File: src/rtl/pmem_pkg.sv
package pmem_pkg;
  typedef enum logic [1:0] {ST_IDLE, ST_ACCESS, ST_RECOV, ST_ACK} pm_state_e;
endpackage

File: src/rtl/pmem_tick.sv
module pmem_tick #(
  parameter int LP_DIV = 8
) (
  input  logic clk_i,
  input  logic rst_ni,
  input  logic clr_i,
  input  logic lp_i,
  output logic tick_o
);
  localparam int PW = (LP_DIV > 1) ? $clog2(LP_DIV) : 1;
  logic [PW-1:0] cnt_q;
  logic          last;

  assign last   = (cnt_q == PW'(LP_DIV - 1));
  assign tick_o = !lp_i || last;

  always_ff @(posedge clk_i or negedge rst_ni) begin
    if (!rst_ni)    cnt_q <= '0;
    else if (clr_i) cnt_q <= '0;
    else if (last)  cnt_q <= '0;
    else            cnt_q <= cnt_q + 1'b1;
  end
endmodule

File: src/rtl/pmem_cfg.sv
module pmem_cfg #(
  parameter int NCS = 3,
  parameter int WSW = 5,
  parameter int NSH = 2,
  parameter int CAW = 2
) (
  input  logic                    clk_i,
  input  logic                    rst_ni,
  input  logic                    we_i,
  input  logic [CAW-1:0]          addr_i,
  input  logic [7:0]              wdata_i,
  input  logic [NSH-1:0]          pin_i,
  output logic [7:0]              rdata_o,
  output logic [NCS-1:0][WSW-1:0] wait_o,
  output logic [NSH-1:0]          sel_o,
  output logic [NSH-1:0]          oe_o,
  output logic [NSH-1:0]          out_o
);
  logic [NCS-1:0][WSW-1:0] wait_q;
  logic [NSH-1:0] sel_q, oe_q, out_q;
  logic hit_pin;

  assign hit_pin = (addr_i == CAW'(NCS));

  always_ff @(posedge clk_i or negedge rst_ni) begin
    if (!rst_ni) begin
      wait_q <= '0;
      sel_q  <= '0;
      oe_q   <= '0;
      out_q  <= '0;
    end else if (we_i) begin
      if (32'(addr_i) < NCS) wait_q[addr_i] <= wdata_i[WSW-1:0];
      if (hit_pin) begin
        sel_q <= wdata_i[NSH-1:0];
        oe_q  <= wdata_i[2*NSH-1:NSH];
        out_q <= wdata_i[3*NSH-1:2*NSH];
      end
    end
  end

  always_comb begin
    rdata_o = '0;
    if (32'(addr_i) < NCS) rdata_o = 8'(wait_q[addr_i]);
    else if (hit_pin)      rdata_o = 8'({pin_i, out_q, oe_q, sel_q});
  end

  assign wait_o = wait_q;
  assign sel_o  = sel_q;
  assign oe_o   = oe_q;
  assign out_o  = out_q;
endmodule

File: src/rtl/pmem_pin_mux.sv
module pmem_pin_mux #(
  parameter int NSH = 2
) (
  input  logic [NSH-1:0] sel_i,
  input  logic [NSH-1:0] oe_i,
  input  logic [NSH-1:0] out_i,
  input  logic [NSH-1:0] addr_hi_i,
  output logic [NSH-1:0] pin_o,
  output logic [NSH-1:0] pin_oe_o
);
  for (genvar k = 0; k < NSH; k++) begin : g_pin
    assign pin_o[k]    = sel_i[k] ? addr_hi_i[k] : out_i[k];
    assign pin_oe_o[k] = sel_i[k] | oe_i[k];
  end
endmodule

File: src/rtl/pmem_ctrl.sv
module pmem_ctrl
  import pmem_pkg::*;
#(
  parameter int NCS    = 3,
  parameter int AW     = 23,
  parameter int DW     = 16,
  parameter int WSW    = 5,
  parameter int LP_DIV = 8,
  parameter int NSH    = 2,
  parameter int CSW    = $clog2(NCS + 1),
  parameter int CAW    = $clog2(NCS + 1)
) (
  input  logic              clk_i,
  input  logic              rst_ni,
  input  logic              low_pwr_i,
  input  logic              req_i,
  input  logic              we_i,
  input  logic [CSW-1:0]    cs_sel_i,
  input  logic [AW-1:0]     addr_i,
  input  logic [DW-1:0]     wdata_i,
  output logic              ack_o,
  output logic              err_o,
  output logic [DW-1:0]     rdata_o,
  input  logic              cfg_we_i,
  input  logic [CAW-1:0]    cfg_addr_i,
  input  logic [7:0]        cfg_wdata_i,
  output logic [7:0]        cfg_rdata_o,
  output logic [NCS-1:0]    pm_cs_no,
  output logic [AW-NSH-1:0] pm_addr_o,
  output logic              pm_oe_no,
  output logic              pm_we_no,
  output logic [DW-1:0]     pm_dq_o,
  output logic              pm_dq_oe_o,
  input  logic [DW-1:0]     pm_dq_i,
  output logic [NSH-1:0]    pin_o,
  output logic [NSH-1:0]    pin_oe_o,
  input  logic [NSH-1:0]    pin_i
);
  pm_state_e state_q;
  logic [CSW-1:0] cs_q;
  logic [AW-1:0]  addr_q;
  logic [DW-1:0]  wdata_q, rdata_q;
  logic [WSW-1:0] cnt_q;
  logic           we_q, err_q, lp_q, busy, tick;
  logic [NCS-1:0][WSW-1:0] wait_w;
  logic [NSH-1:0] sel_w, oe_w, out_w;

  assign busy = (state_q == ST_ACCESS);

  pmem_cfg #(.NCS(NCS), .WSW(WSW), .NSH(NSH), .CAW(CAW)) u_cfg (
    .clk_i, .rst_ni,
    .we_i(cfg_we_i), .addr_i(cfg_addr_i), .wdata_i(cfg_wdata_i),
    .pin_i, .rdata_o(cfg_rdata_o),
    .wait_o(wait_w), .sel_o(sel_w), .oe_o(oe_w), .out_o(out_w)
  );

  pmem_tick #(.LP_DIV(LP_DIV)) u_tick (
    .clk_i, .rst_ni, .clr_i(!busy), .lp_i(lp_q), .tick_o(tick)
  );

  pmem_pin_mux #(.NSH(NSH)) u_pins (
    .sel_i(sel_w), .oe_i(oe_w), .out_i(out_w),
    .addr_hi_i(addr_q[AW-1:AW-NSH]), .pin_o, .pin_oe_o
  );

  always_ff @(posedge clk_i or negedge rst_ni) begin
    if (!rst_ni) begin
      state_q <= ST_IDLE;
      cs_q    <= '0;
      addr_q  <= '0;
      wdata_q <= '0;
      rdata_q <= '0;
      cnt_q   <= '0;
      we_q    <= 1'b0;
      err_q   <= 1'b0;
      lp_q    <= 1'b0;
    end else begin
      unique case (state_q)
        ST_IDLE: begin
          lp_q <= low_pwr_i;  // mode only follows while idle
          if (req_i) begin
            if (32'(cs_sel_i) >= NCS) begin
              err_q   <= 1'b1;
              state_q <= ST_ACK;
            end else begin
              err_q   <= 1'b0;
              cs_q    <= cs_sel_i;
              addr_q  <= addr_i;
              wdata_q <= wdata_i;
              we_q    <= we_i;
              cnt_q   <= wait_w[cs_sel_i];
              state_q <= ST_ACCESS;
            end
          end
        end
        ST_ACCESS: if (tick) begin
          if (cnt_q == '0) begin
            if (!we_q) rdata_q <= pm_dq_i;
            state_q <= ST_RECOV;
          end else begin
            cnt_q <= cnt_q - 1'b1;
          end
        end
        ST_RECOV: state_q <= ST_ACK;
        default:  state_q <= ST_IDLE;
      endcase
    end
  end

  for (genvar i = 0; i < NCS; i++) begin : g_cs
    assign pm_cs_no[i] = !(busy && (cs_q == CSW'(i)));
  end

  assign pm_addr_o  = addr_q[AW-NSH-1:0];
  assign pm_oe_no   = !(busy && !we_q);
  assign pm_we_no   = !(busy && we_q);
  assign pm_dq_oe_o = busy && we_q;
  assign pm_dq_o    = wdata_q;
  assign ack_o      = (state_q == ST_ACK);
  assign err_o      = ack_o && err_q;
  assign rdata_o    = rdata_q;
endmodule

File: config.mk
export PLATFORM = sky130hd
export DESIGN_NAME = pmem_ctrl
export DESIGN_NICKNAME = d
export VERILOG_FILES = /design/src/rtl/pmem_pkg.sv /design/src/rtl/pmem_tick.sv /design/src/rtl/pmem_cfg.sv /design/src/rtl/pmem_pin_mux.sv /design/src/rtl/pmem_ctrl.sv
export SDC_FILE = /design/constraint.sdc
export NUM_CORES = 1
export LEC_CHECK = 0
export BUFFER_PORTS_ARGS = -buffer_cell sky130_fd_sc_hd__buf_4
export CORE_UTILIZATION = 54
export CTS_CLUSTER_SIZE = 28
export DETAILED_ROUTE_END_ITERATION = 10
export PLACE_DENSITY = 0.81
export SYNTH_ARGS = -nofsm -noshare
export SYNTH_HDL_FRONTEND = slang
export SYNTH_HIERARCHICAL = 1
export SYNTH_SLANG_ARGS = --single-unit
File: constraint.sdc
create_clock -name clk_i -period 4.6 [get_ports clk_i]
set_input_delay 0.92 -clock clk_i [delete_from_list [all_inputs] [get_ports clk_i]]
set_output_delay 0.92 -clock clk_i [all_outputs]
set_load 0.05 [all_outputs]
==> impl_metrics.yaml <==
status:
  status: "finished clean"
floorplan:
  die_area_um2: 8350
  die_y_um: 91.4
  io_pins: 148
  initial_utilization_pct: 55.8
  fp.dieW_um: 91.4
  core_um2: 7730
  rows: 32
final_layout:
  post-route-cell-area_um2: 5520
  fin_nets: 598
  drive_gt1_share_pct: 42.0
  fillers: 587
  seq_area_um2: 2280
  area_growth_pct: 28.1
  n_antenna_cell: 0
  multi_input_area_um2: 1760
clock_network:
  cts_tree: "built"
  cts.sinks: 91
  clockBufferDepth: 2
  path_clk_slew_ns: 0.09
  clk_latency_ns: 0.35
  cts_resized: 0
  cts_setup_buffers: 0
  cts_max_level: 3
  cts_inserted_buffers: 9
  ctsHoldBuffers: 0
  clock-root-buffer: "clkbuf_8"
critical_path:
  worstReg2RegEnd: "rdata_o[14]"
  critPathMaxFanout: 14
  r2r_start: "u_tick/cnt_q[0]"
  critPathKind: "reg2out"
  crit_end: "pm_cs_no[0]"
  r2r_slack_ns: 1.92
  arrival_ns: 2.25
  crit_start: "state_q[1]"
  cp.required_ns: 3.68
  start_kind: "flop"
  endpoint_kind: "primary output"
  reg2reg_depth: 7
power:
  internal-power_uw: 2200
  powerDensity_nw_per_um2: 752
  power.switching_uw: 1950
  swShare_pct: 47.0
  ir_drop_mv: 0.389
  comb_power_share_pct: 53.4
  pwr-share-seq_pct: 32.2
  pwr-share-clk_pct: 14.3
  leakagePower_uw: 0.00284
grt:
  overflow: 0
  grt_pass1_wl_um: 15200
  grt_pass1_vias: 3090
  grt_max_degree: 92
  grt.total_usage_pct: 23.6
  grt_antenna_before_repair: 0
placed_design:
  place_area_um2: 5300
  post-dp-hpwl_um: 6880
  portBuffers: 145
  globalplace.congestion: 0.877
worst_hold_path:
  min_path_type: "reg2reg"
  hold_depth: 1
sta:
  fin_skew_ns: 0.0137
  slew_headroom_pct: 24.8
  setup_viol: 0
  tightest_slew_ns: 1.13
  finalMaxSlewViolations: 0
  clock.fmax_ghz: 0.315
  min_period_ns: 3.17
  finalHoldViolations: 0
  min_period_over_period_pct: 69.0
  fin_setup_tns_ns: 0
  rsz0062_at_grt: "no"
yosys:
  yosysWarnings: 6
  synthAdderAreaFrac_pct: 2.03
  synthSimpleGateAreaFrac_pct: 17.8
  synth-compound-area-share_pct: 5.02
  ys_ff_latch: 91
  ys_types: 53
  synth_top_family_by_area: "simple AND/OR/NAND/NOR gates"
  synth-edff-count: 0
  syn_inst: 395
  ys.flop_type: "dfrtp_1"
  async_flop_share_pct: 100
  synth_xor_area_share_pct: 0
  syn_area_um2: 4310
  syn-num-nets: 477
  syn_avg_cell_area_um2: 10.9
  muxShareOfSynthArea_pct: 15.8
  ys_seq_area_share_pct: 52.8
routing:
  routedWlPerCell_um: 15.1
  dr.pass1.iters: 6
  routed_via_density: 5.20
  num_vias: 3237
  drt_wl_total_um: 9380
  drtIter0Drc: 125
  ant_nets: 0
  drc: 0
job:
  drv_cap: 0
-- critical path, stage by stage, from the launching register on --
cell and delay (ns):
dfrtp_1 0.41, inv_1 0.09, ha_1 0.48, inv_1 0.30, or3_1 0.43, buf_4 0.20
-- synth_stat cells, types with 2 or more instances --
library cell  number  area, um2
nand2_1          128        480
buf_4             23        173
buf_2              3       15.0
nand3b_1           5       37.5
nor3b_1            2       15.0
mux2_2            29        327
a21oi_1            6       30.0
mux4_2             5        113
o31ai_1            3       22.5
mux2_4            12        180
nor2_1             9       33.8
ha_1               7       87.6
o21ai_0            4       20.0
or2_1              2       12.5
dfrtp_1           91       2280
nor2b_1            4       25.0
or3_1              3       18.8
and3_1             3       18.8
mux2i_1            6       60.1
inv_1              6       22.5
and2_1             2       12.5
clkbuf_1           8       30.0
nor3_1             2       10.0
nand2b_1           3       18.8
-- kinds of logic (layout without fill, tap and decap cells) --
group / Yosys count / count (layout)
DFF: 91 / 91
adders and majority gates: 7 / 7
and+or+nand+nor: 173 / 173
buffers and inverters: 43 / 169
muxes: 52 / 52
AOI/OAI and AO/OA: 29 / 29
-- flip-flops by register name, summed over array words and instances, names as in the netlist, 2 cells and up --
| signal | cells |
|---|---|
| addr_q | 23 |
| cnt_q | 5 |
| cs_q | 2 |
| pm_dq_o | 16 |
| rdata_o | 16 |
| state_q | 2 |
| u_cfg/oe_o | 2 |
| u_cfg/out_o | 2 |
| u_cfg/sel_o | 2 |
| u_cfg/wait_o | 15 |
| u_tick/cnt_q | 3 |
-- cells in the final DEF (no fill, tap or decap), drive strengths merged, types with 2 or more instances in the layout --
| cell type | count |
|---|---|
| nor3b | 3 |
| nor2b | 4 |
| buf | 146 |
| or3 | 3 |
| clkinv | 2 |
| or2 | 3 |
| ha | 7 |
| clkbuf | 10 |
| dfrtp | 91 |
| and2 | 2 |
| a2111oi | 2 |
| a21boi | 2 |
| nand2 | 129 |
| inv | 7 |
| mux2i | 6 |
| and3 | 3 |
| nor2 | 10 |
| o31ai | 3 |
| mux2 | 41 |
| bufinv | 3 |
| nand3b | 5 |
| a21oi | 7 |
| mux4 | 5 |
| nand3 | 2 |
| nor3 | 3 |
| nand2b | 3 |
| o21ai | 4 |
-- per-stage QoR --
step / utilization (%) / hold slack (ns) / worst slack [ns] / power, uW / instances
2_1_floorplan: - / 0.418 / 1.93 / 3030 / 395
3_3_place_gp: 68.6 / 0.431 / 1.82 / 3510 / 607
3_5_place_dp: 68.6 / 0.435 / 1.80 / 3580 / 607
4_1_cts: 71.5 / 0.446 / 1.40 / 4170 / 623
5_1_grt: 71.5 / 0.454 / 1.27 / 4370 / 623
6_report: 71.5 / 0.444 / 1.43 / 4150 / 623
-- final cells by class --
type                    count  share of cell area, %
clock buffers              10                   2.49
clock inverters             6                   1.56
inverters                   7                  0.725
multi-input cells         261                   31.8
flip-flops and latches     91                   41.2
well taps                 102                   2.31
repair buffers            146                   19.8
-- power groups by stage --
stage	registers (uW)	clock network (uW)	logic, uW
floorplan	1780	0	1250
global placement	1330	0	2180
detailed placement	1350	0	2230
CTS	1340	606	2230
global route	1380	639	2350
finish	1340	594	2220
-- how the worst min path moves through the flow --
stage | startpoint | to | slack [ns]
after detailed placement | u_tick/cnt_q[0] | u_tick/cnt_q[0] | 0.43
after global placement | u_tick/cnt_q[0] | u_tick/cnt_q[0] | 0.43
after CTS | u_tick/cnt_q[0] | u_tick/cnt_q[0] | 0.45
final | u_tick/cnt_q[0] | u_tick/cnt_q[0] | 0.44
after global routing | u_tick/cnt_q[0] | u_tick/cnt_q[0] | 0.45
after floorplan | u_tick/cnt_q[0] | u_tick/cnt_q[0] | 0.42
-- metal layers --
metal / part of all wire [%] / global-route usage (%)
met5: 0 / 0
met4: 2.2 / 8.47
met3: 5.1 / 5.19
met2: 50 / 38.7
met1: 43 / 30.9
Note: power is estimated with default switching activity, not from simulation.
